$ cat src/rtl/ps_sel_pkg.sv
package ps_sel_pkg;
  localparam int SEL_W  = 2;
  localparam int PAL_W  = 4;
  localparam int BYP_W  = 2;
  localparam int FUNC_W = 2;

  typedef enum logic [1:0] {
    SRC_PIXEL   = 2'd0,
    SRC_OVERLAY = 2'd1,
    SRC_OFF     = 2'd2
  } src_e;

  typedef enum logic [FUNC_W-1:0] {
    FN_DEVSEL  = 2'd0,
    FN_SWITCH  = 2'd1,
    FN_OVERLAY = 2'd2,
    FN_IGNORE  = 2'd3
  } func_e;

  typedef struct packed {
    src_e             src;
    logic [SEL_W-1:0] ovl;
    logic             byp;
    logic [PAL_W-1:0] mode;
    logic             shut;
  } ctl_t;

  localparam int CTL_W = $bits(ctl_t);
endpackage

$ cat src/rtl/ps_cfg_guard.sv
module ps_cfg_guard
  import ps_sel_pkg::*;
(
  input  logic              clk,
  input  logic              rst_n,
  input  logic [FUNC_W-1:0] func_raw,
  input  logic              pseudo8,
  output func_e             func_eff,
  output logic              err_q
);
  logic illegal;

  assign illegal  = (func_e'(func_raw) == FN_SWITCH) && pseudo8;
  assign func_eff = illegal ? FN_IGNORE : func_e'(func_raw);

  always_ff @(posedge clk) begin
    if (!rst_n) err_q <= 1'b0;
    else        err_q <= illegal;
  end
endmodule

$ cat src/rtl/ps_decode.sv
module ps_decode
  import ps_sel_pkg::*;
(
  input  func_e            func,
  input  logic [SEL_W-1:0] sel,
  input  logic [SEL_W-1:0] dev_id,
  input  logic [PAL_W-1:0] pal_mode,
  input  logic [BYP_W-1:0] byp_mode,
  output ctl_t             ctl
);
  always_comb begin
    ctl      = '0;
    ctl.src  = SRC_PIXEL;
    ctl.mode = pal_mode;
    unique case (func)
      FN_DEVSEL: begin
        if (sel != dev_id) begin
          ctl.src  = SRC_OFF;
          ctl.shut = 1'b1;
        end
      end
      FN_SWITCH: begin
        if (sel[0]) begin
          ctl.src = SRC_OVERLAY;
          ctl.ovl = SEL_W'(1);
        end else if (sel[1]) begin
          ctl.byp  = 1'b1;
          ctl.mode = PAL_W'(byp_mode);
        end
      end
      FN_OVERLAY: begin
        if (sel != '0) begin
          ctl.src = SRC_OVERLAY;
          ctl.ovl = sel;
        end
      end
      default: ;
    endcase
  end
endmodule

$ cat src/rtl/ps_stage.sv
module ps_stage #(
  parameter int W = 8
) (
  input  logic         clk,
  input  logic         rst_n,
  input  logic         s_valid,
  output logic         s_ready,
  input  logic [W-1:0] s_data,
  output logic         m_valid,
  input  logic         m_ready,
  output logic [W-1:0] m_data
);
  logic         vld_q;
  logic [W-1:0] dat_q;

  assign s_ready = !vld_q || m_ready;
  assign m_valid = vld_q;
  assign m_data  = dat_q;

  always_ff @(posedge clk) begin
    if (!rst_n) begin
      vld_q <= 1'b0;
      dat_q <= '0;
    end else if (s_ready) begin
      vld_q <= s_valid;
      if (s_valid) dat_q <= s_data;
    end
  end
endmodule

$ cat src/rtl/ps_select_decoder.sv
module ps_select_decoder
  import ps_sel_pkg::*;
#(
  parameter int COLOR_W = 24
) (
  input  logic                  clk,
  input  logic                  rst_n,
  input  logic                  in_valid,
  output logic                  in_ready,
  input  logic [COLOR_W-1:0]    in_color,
  input  logic [SEL_W-1:0]      in_sel,
  input  logic [FUNC_W-1:0]     cfg_func,
  input  logic [SEL_W-1:0]      cfg_dev_id,
  input  logic [PAL_W-1:0]      cfg_pal_mode,
  input  logic [BYP_W-1:0]      cfg_byp_mode,
  input  logic                  pseudo8,
  output logic                  out_valid,
  input  logic                  out_ready,
  output logic [COLOR_W-1:0]    out_color,
  output logic [1:0]            out_src,
  output logic [SEL_W-1:0]      out_ovl_idx,
  output logic [PAL_W-1:0]      out_mode,
  output logic                  out_bypass,
  output logic                  out_shutdown,
  output logic                  cfg_err
);
  localparam int PW = CTL_W + COLOR_W;

  func_e              func_eff;
  ctl_t               ctl_d, ctl_q;
  logic [COLOR_W-1:0] color_d, color_q;
  logic [PW-1:0]      pack_d, pack_q;

  ps_cfg_guard u_guard (
    .clk      (clk),
    .rst_n    (rst_n),
    .func_raw (cfg_func),
    .pseudo8  (pseudo8),
    .func_eff (func_eff),
    .err_q    (cfg_err)
  );

  ps_decode u_dec (
    .func     (func_eff),
    .sel      (in_sel),
    .dev_id   (cfg_dev_id),
    .pal_mode (cfg_pal_mode),
    .byp_mode (cfg_byp_mode),
    .ctl      (ctl_d)
  );

  assign color_d = (ctl_d.src == SRC_PIXEL) ? in_color : '0;
  assign pack_d  = {ctl_d, color_d};

  ps_stage #(.W(PW)) u_stage (
    .clk     (clk),
    .rst_n   (rst_n),
    .s_valid (in_valid),
    .s_ready (in_ready),
    .s_data  (pack_d),
    .m_valid (out_valid),
    .m_ready (out_ready),
    .m_data  (pack_q)
  );

  assign {ctl_q, color_q} = pack_q;
  assign out_color    = color_q;
  assign out_src      = ctl_q.src;
  assign out_ovl_idx  = ctl_q.ovl;
  assign out_mode     = ctl_q.mode;
  assign out_bypass   = ctl_q.byp;
  assign out_shutdown = ctl_q.shut;
endmodule

$ cat config.mk
export PLATFORM = sky130hd
export DESIGN_NAME = ps_select_decoder
export DESIGN_NICKNAME = d
export VERILOG_FILES = /design/src/rtl/ps_sel_pkg.sv /design/src/rtl/ps_cfg_guard.sv /design/src/rtl/ps_decode.sv /design/src/rtl/ps_stage.sv /design/src/rtl/ps_select_decoder.sv
export SDC_FILE = /design/constraint.sdc
export NUM_CORES = 1
export LEC_CHECK = 0
export BUFFER_PORTS_ARGS = -buffer_cell sky130_fd_sc_hd__buf_2
export CAP_MARGIN = 20
export CORE_MARGIN = 2
export CORE_UTILIZATION = 42
export CTS_CLUSTER_SIZE = 10
export DETAILED_ROUTE_END_ITERATION = 8
export PLACE_DENSITY = 0.78
export SLEW_MARGIN = 10
export SYNTH_ARGS = -nofsm -noshare
export SYNTH_HDL_FRONTEND = slang
export SYNTH_SLANG_ARGS = --single-unit
$ cat constraint.sdc
create_clock -name clk -period 1.2 [get_ports clk]
set_input_delay 0 -clock clk [delete_from_list [all_inputs] [get_ports clk]]
set_output_delay 0 -clock clk [all_outputs]
set_load 0.01 [all_outputs]
==> results.ini, run 1 <==
[timing]
finalSetupViolations=0
max_freq_ghz=0.856
post-route-min-period_ns=1.17
fin_ws_ns=0.0320
hold_viol=0
worst_clock_skew_ns=0.00105
tightestPinTransition_ns=0.694
final.hold.worst_slack_ns=0.00458
post-route-period-util_pct=97.3
slew_headroom_pct=53.4
rsz0062_at_grt=true
slew_violations=0

[worst_setup_path]
criticalPathCategory=flop to flop
slowest_stage=sky130_fd_sc_hd__dfxtp_2
critical_path.cell_chain=nor2b_4, inv_2, buf_12, nand4_1, o32ai_2
worstPathMaxFanout=19
path_delay_family=flip-flops
crit_required_ns=1.39
r2r-start=u_stage.m_valid$_SDFFE_PN0N_
worst_setup_path_startpoint=u_stage.m_valid$_SDFFE_PN0N_
cp-end-kind=flop
path_buf_inv=2
cpPeakStageDelay_ns=0.32
worst_setup_path_start_kind=flop
arrival_ns=1.36

[finish]
flow.area_growth_from_synthesis_pct=43.2
final_common_cell=sky130_fd_sc_hd__buf_2
commonest_cells_after_routing_fill_and_taps_aside=sky130_fd_sc_hd__buf_2 (76), sky130_fd_sc_hd__dfxtp_1 (35), sky130_fd_sc_hd__nand4_1 (26)
finish.cell_count_without_fillers=312
layout.nets=302
drive_gt1_share_pct=52.3
antenna_cells_inserted=0

[pwr]
p_seq_share_pct=46.3
clock_network_power_share_pct=31.5
pwr-share-comb_pct=22.2
power_leakage_uw=0.00105
p_per_area_nw_per_um2=1110
internal_power_uw=2020
switching_share_pct=27.7
net-switching-power_uw=774
ir_worst_vdd_uv=738

[floorplan]
num_rows=23
die-width_um=68.7
floorplan.die.height_um=68.7
core_um2=4000
ports=78
initial_core_util_pct=43.9
fp.dieArea_um2=4720

[detailed_routing]
detail_route.drc_violations=0
wl_per_cell_um=15.6
drt_pre_antenna_iters=4
route.final.wire_length_um=4860
drt.antenna.violating_nets=0
dr.first_iter.drc_count=125
via_per_inst=5.63
dr_total_vias=1758

[place]
gp_congestion=0.821
dp_worst_setup_slack_ns=-0.271
placement.io_buffers=77
dp.cells=301
dp_hpwl_um=3290

[global_route]
pin_count_of_the_biggest_net_entering_global_routing=34
grt_first_pass_wirelength_um=7340
grt_use_total_pct=20.7
antenna_found_initial=0
first_global_vias=1609
overflow=0

[synth]
synth-warning-count=0
synth.distinct_cells=30
synthesis.nets=218
post-synth-top-area-fraction_pct=41.0
synth_enable_flop_cells=0
post_synth_instance_area_um2=1760
synth_top_area_cell=sky130_fd_sc_hd__dfxtp_1
postSynthCellCount=177
postSynthRegisterBits=36
synthArstFlopShare_pct=0
synth-main-ff-cell=sky130_fd_sc_hd__dfxtp_1
ys_top_cells_by_area=sky130_fd_sc_hd__dfxtp_1 (41%), sky130_fd_sc_hd__o32ai_2 (19%), sky130_fd_sc_hd__nand4_1 (9.3%)
yosysSeqAreaShare_pct=41.0
synth.avg_cell_area_um2=9.92

[clocking]
cts_sinks=36
cts_tree=done
clockBufferDepth=2
cts_root_buf=sky130_fd_sc_hd__clkbuf_8
clkLatencyLatePin_ns=0.28
clk_pin_slew_worst_paths_ns=0.07
cts-htree-levels=2
cts-buffers-inserted=5

[hold_path]
worstHoldPathType=input pin to flop
min_from=cfg_pal_mode[3]

[job]
drv_cap=0

[outcome]
run_status=finished, final reports clean

-- path summary, 6_finish.rpt --
path | cells past startpoint | to | slack, ns
setup reg to reg | 5 | u_stage.m_data[13]$_SDFFE_PN0P_ | 0.03
hold / removal | 3 | u_stage.m_data[28]$_SDFFE_PN0P_ | 0.005
hold reg to reg | 2 | u_stage.m_data[28]$_SDFFE_PN0P_ | 0.48
setup / recovery | 5 | u_stage.m_data[13]$_SDFFE_PN0P_ | 0.03
-- what timing repair did --
action,CTS,global route
gates cloned,0,1
setup buffers,1,0
hold endpoints to repair,1,0
endpoints found under the setup margin,36,28
hold buffers,1,0
resized for setup,3,8
-- state kept, by name (all words and copies together), names as in the netlist --
name	count
u_guard.err_q	1
u_stage.m_data	34
u_stage.m_valid	1
-- final cells by class --
type | count | area [um2]
Sequential cell | 36 | 722
Timing Repair Buffer | 97 | 644
Clock buffer | 8 | 90.1
Multi-Input combinational cell | 118 | 986
Tap cell | 50 | 62.6
Inverter | 3 | 11.3
Fill cell | 353 | 1480
-- power groups by stage --
stage	Clock, uW	Combinational [uW]	Sequential (uW)
2_1_floorplan	0	294	1350
3_3_place_gp	0	575	1320
3_5_place_dp	0	583	1320
4_1_cts	895	592	1290
5_1_grt	947	676	1300
6_report	880	621	1290
-- synth_stat cells, types with 2 or more instances --
| cell type | instances |
|---|---|
| sky130_fd_sc_hd__o21ai_1 | 2 |
| sky130_fd_sc_hd__inv_2 | 2 |
| sky130_fd_sc_hd__or2_1 | 2 |
| sky130_fd_sc_hd__o32ai_1 | 4 |
| sky130_fd_sc_hd__buf_2 | 4 |
| sky130_fd_sc_hd__nor2b_1 | 2 |
| sky130_fd_sc_hd__buf_6 | 4 |
| sky130_fd_sc_hd__a311oi_1 | 2 |
| sky130_fd_sc_hd__o32ai_2 | 20 |
| sky130_fd_sc_hd__nand2_1 | 24 |
| sky130_fd_sc_hd__xnor2_1 | 2 |
| sky130_fd_sc_hd__o2111ai_1 | 3 |
| sky130_fd_sc_hd__nand4_1 | 26 |
| sky130_fd_sc_hd__o21ai_0 | 7 |
| sky130_fd_sc_hd__a21oi_1 | 10 |
| sky130_fd_sc_hd__nand3_1 | 2 |
| sky130_fd_sc_hd__clkbuf_1 | 13 |
| sky130_fd_sc_hd__dfxtp_1 | 36 |
-- tightest hold or removal path, delay by kind of cell --
kind | cells | cell delay, ns
compound gates | 2 | 0.14
buf+inv | 1 | 0.10
-- logic make-up after synthesis --
group,share of synthesized area (%)
compound gates,31.6
simple gates,19.3
xor+xnor,0.997
buf+inv,7.12
flops,41.0
-- stage by stage --
step	instance area, um2	total power [uW]	TNS, ns	util [%]
floorplan	1770	1640	-0.532	-
global placement	2340	1890	-7.03	58.5
detailed placement	2340	1900	-7.26	58.5
CTS	2450	2780	0	61.4
global route	2520	2920	-0.0602	62.9
finish	2520	2790	0	62.9
-- metal layers --
metal	vias to the layer above	routed length, um	track usage (%)
met5	-	0	0
met4	0	48	7.75
met3	7	256	4.55
met2	58	2370	32.7
met1	833	2190	27.6
li1	860	-	-
Note: power is estimated with default switching activity, not from simulation.
==> run 2, diff against run 1 <==
Settings changed: CELL_PAD_IN_SITES_DETAIL_PLACEMENT from default to 1, CELL_PAD_IN_SITES_GLOBAL_PLACEMENT from default to 1, CORE_UTILIZATION 42 to 31, PLACE_DENSITY 0.78 to 0.79.
==> run 2 against run 1 <==
Sequential share of layout area is 0.72 points lower. Critical path depth decreased by 1. Combinational power grew 6.1%. The flow now finishes with violations (negative setup slack). Non-clock buffer count up 7. Count of clock-buffer cells in the layout decreased by 2. Largest cell class unchanged. Cell count grew 9.3%. Total power up 2.4%. Core utilization is 16 points lower. Clock power up 2.8%. Sequential cell count did not move. Critical path type is now input pin to flop.
==> results.ini, run 2 (synthesis results as in run 1) <==
[finish]
commonest_cells_after_routing_fill_and_taps_aside=sky130_fd_sc_hd__buf_2 (77), sky130_fd_sc_hd__dfxtp_1 (35), sky130_fd_sc_hd__nand4_1 (26)
finish.cell_count_without_fillers=341
antenna_cells_inserted=0
drive_gt1_share_pct=51.7
stdcell_area_um2=2580
largest_register_ff_count=34
n_fill_cell=660
layout.nets=309
finalCoreUtilization_pct=47.2
final_common_cell=sky130_fd_sc_hd__buf_2
flow.area_growth_from_synthesis_pct=46.9

[global_route]
pin_count_of_the_biggest_net_entering_global_routing=25
antenna_found_initial=0
grt_first_pass_wirelength_um=9350
first_global_vias=1925
grt_use_total_pct=18.9
overflow=0

[pwr]
pwr-share-comb_pct=23.1
ir_worst_vdd_uv=456
net-switching-power_uw=827
internal_power_uw=2030
p_seq_share_pct=45.3
switching_share_pct=28.9
power_leakage_uw=0.00108
p_per_area_nw_per_um2=1110
clock_network_power_share_pct=31.7

[detailed_routing]
dr_total_vias=1827
wl_per_cell_um=17.4
drt.antenna.violating_nets=0
drt_pre_antenna_iters=4
via_per_inst=5.36
route.final.wire_length_um=5940
detail_route.drc_violations=0
dr.first_iter.drc_count=80

[floorplan]
core_um2=5470
die-width_um=79.3
fp.dieArea_um2=6280
ports=78
initial_core_util_pct=32.1
num_rows=27
floorplan.die.height_um=79.3

[worst_setup_path]
worst-r2r-setup-slack_ns=0.01
worst_setup_path_start_kind=input pin
critical_path.cell_chain=buf_2, or2_1, a21oi_2, o32ai_2
cp-end-kind=flop
cpPeakStageDelay_ns=0.71
slowest_stage=sky130_fd_sc_hd__a21oi_2
arrival_ns=1.37
r2r-start=u_stage.m_valid$_SDFFE_PN0N_
crit_required_ns=1.34
worstReg2RegEnd=u_stage.m_data[22]$_SDFFE_PN0P_
worst_r2r_path_depth=6
worstPathMaxFanout=12
criticalPathCategory=input pin to flop

[clocking]
cts_sinks=36
clk_pin_slew_worst_paths_ns=0.08
cts-htree-levels=2
cts-buffers-inserted=5
clkLatencyLatePin_ns=0.29
cts_tree=done
cts_root_buf=sky130_fd_sc_hd__clkbuf_8
clockBufferDepth=2

[timing]
worst_clock_skew_ns=0.00789
post-route-period-util_pct=103
hold_viol=0
slew_headroom_pct=38.2
max_freq_ghz=0.809
setup_total_negative_slack_ns=-0.301
finalSetupViolations=12
post-route-min-period_ns=1.24
fin_ws_ns=-0.0356
tightestPinTransition_ns=0.926
slew_violations=0
rsz0062_at_grt=true

[place]
dp.cells=324
dp_hpwl_um=4100
gp_congestion=0.863
placed_area_um2=2350
placement.io_buffers=77

[hold_path]
timing.hold.worst_path_depth=3
hold_path_end=u_stage.m_data[16]$_SDFFE_PN0P_
worstHoldPathType=input pin to flop
min_from=in_color[16]

[outcome]
violations=negative setup slack
run_status=complete, but fails checks

[job]
drv_cap=0

-- run 2: cell count changes in the layout (fill, tap and decap cells not counted), sizes merged --
cell | previous run | this run
buf | 96 | 101
clkinv | 1 | 3
clkbuf | 8 | 7
dlygate4sd3 | 1 | 2
-- run 2: worst max-delay path by stage --
stage                                            start                              end  cells after the start
after floorplan           u_stage.m_valid$_SDFFE_PN0N_   u_stage.m_data[8]$_SDFFE_PN0P_                      5
after global placement                     cfg_func[1]  u_stage.m_data[14]$_SDFFE_PN0P_                      4
after detailed placement                   cfg_func[1]  u_stage.m_data[13]$_SDFFE_PN0P_                      4
after CTS                 u_stage.m_valid$_SDFFE_PN0N_   u_stage.m_data[7]$_SDFFE_PN0P_                      5
after global routing      u_stage.m_valid$_SDFFE_PN0N_   u_stage.m_data[0]$_SDFFE_PN0P_                      5
final                                      cfg_func[1]   u_stage.m_data[0]$_SDFFE_PN0P_                      4
-- run 2: timing repair --
action / in CTS / in global routing
setup buffers: 3 / 1
setup endpoints to repair: 21 / 25
cloned: 2 / 1
pin swaps: 1 / 1
hold buffers: 2 / 0
hold endpoints to repair: 2 / 0
gates resized for setup: 4 / 2
-- run 2: power by group through the flow --
stage | Sequential, uW | Clock (uW) | Combinational, uW
after detailed placement | 1320 | 0 | 590
after CTS | 1290 | 930 | 645
after global routing | 1300 | 976 | 710
after global placement | 1320 | 0 | 573
final | 1290 | 905 | 659
after floorplan | 1350 | 0 | 294
-- run 2: through the flow --
stage	hold WS, ns	setup slack (ns)	total power [uW]
finish	0.00287	-0.0356	2860
global route	0.0168	-0.0624	2990
floorplan	0.171	-0.0279	1640
global placement	0.289	-0.286	1890
detailed placement	0.302	-0.339	1910
CTS	0.000756	0.00211	2870
-- run 2: cell type report --
| class | instances | area (um2) | area share [%] |
|---|---|---|---|
| inverter | 3 | 11.3 | 0.436 |
| clock buffer | 6 | 82.6 | 3.20 |
| multi-input combinational | 118 | 940 | 36.4 |
| clock inverter | 2 | 10.0 | 0.388 |
| tap | 72 | 90.1 | 3.49 |
| sequential | 36 | 722 | 28.0 |
| timing repair buffer | 104 | 726 | 28.1 |
-- run 2: per-layer routing --
metal / wire (um) / share of wire (%) / global-route usage [%] / vias to the layer above
met4: 55 / 0.93 / 4.14 / 0
met5: 0 / 0 / 0 / -
met2: 2960 / 50 / 33.5 / 53
met1: 2620 / 44 / 23.3 / 893
li1: - / - / - / 872
met3: 309 / 5.2 / 4.43 / 9
-- run 2: worst max-delay path, delay by kind of cell --
family / cells / cell delay, ns
buffers and inverters: 1 / 0.13
AND/OR/NAND/NOR: 1 / 0.33
AO/OA/AOI/OAI: 2 / 0.91
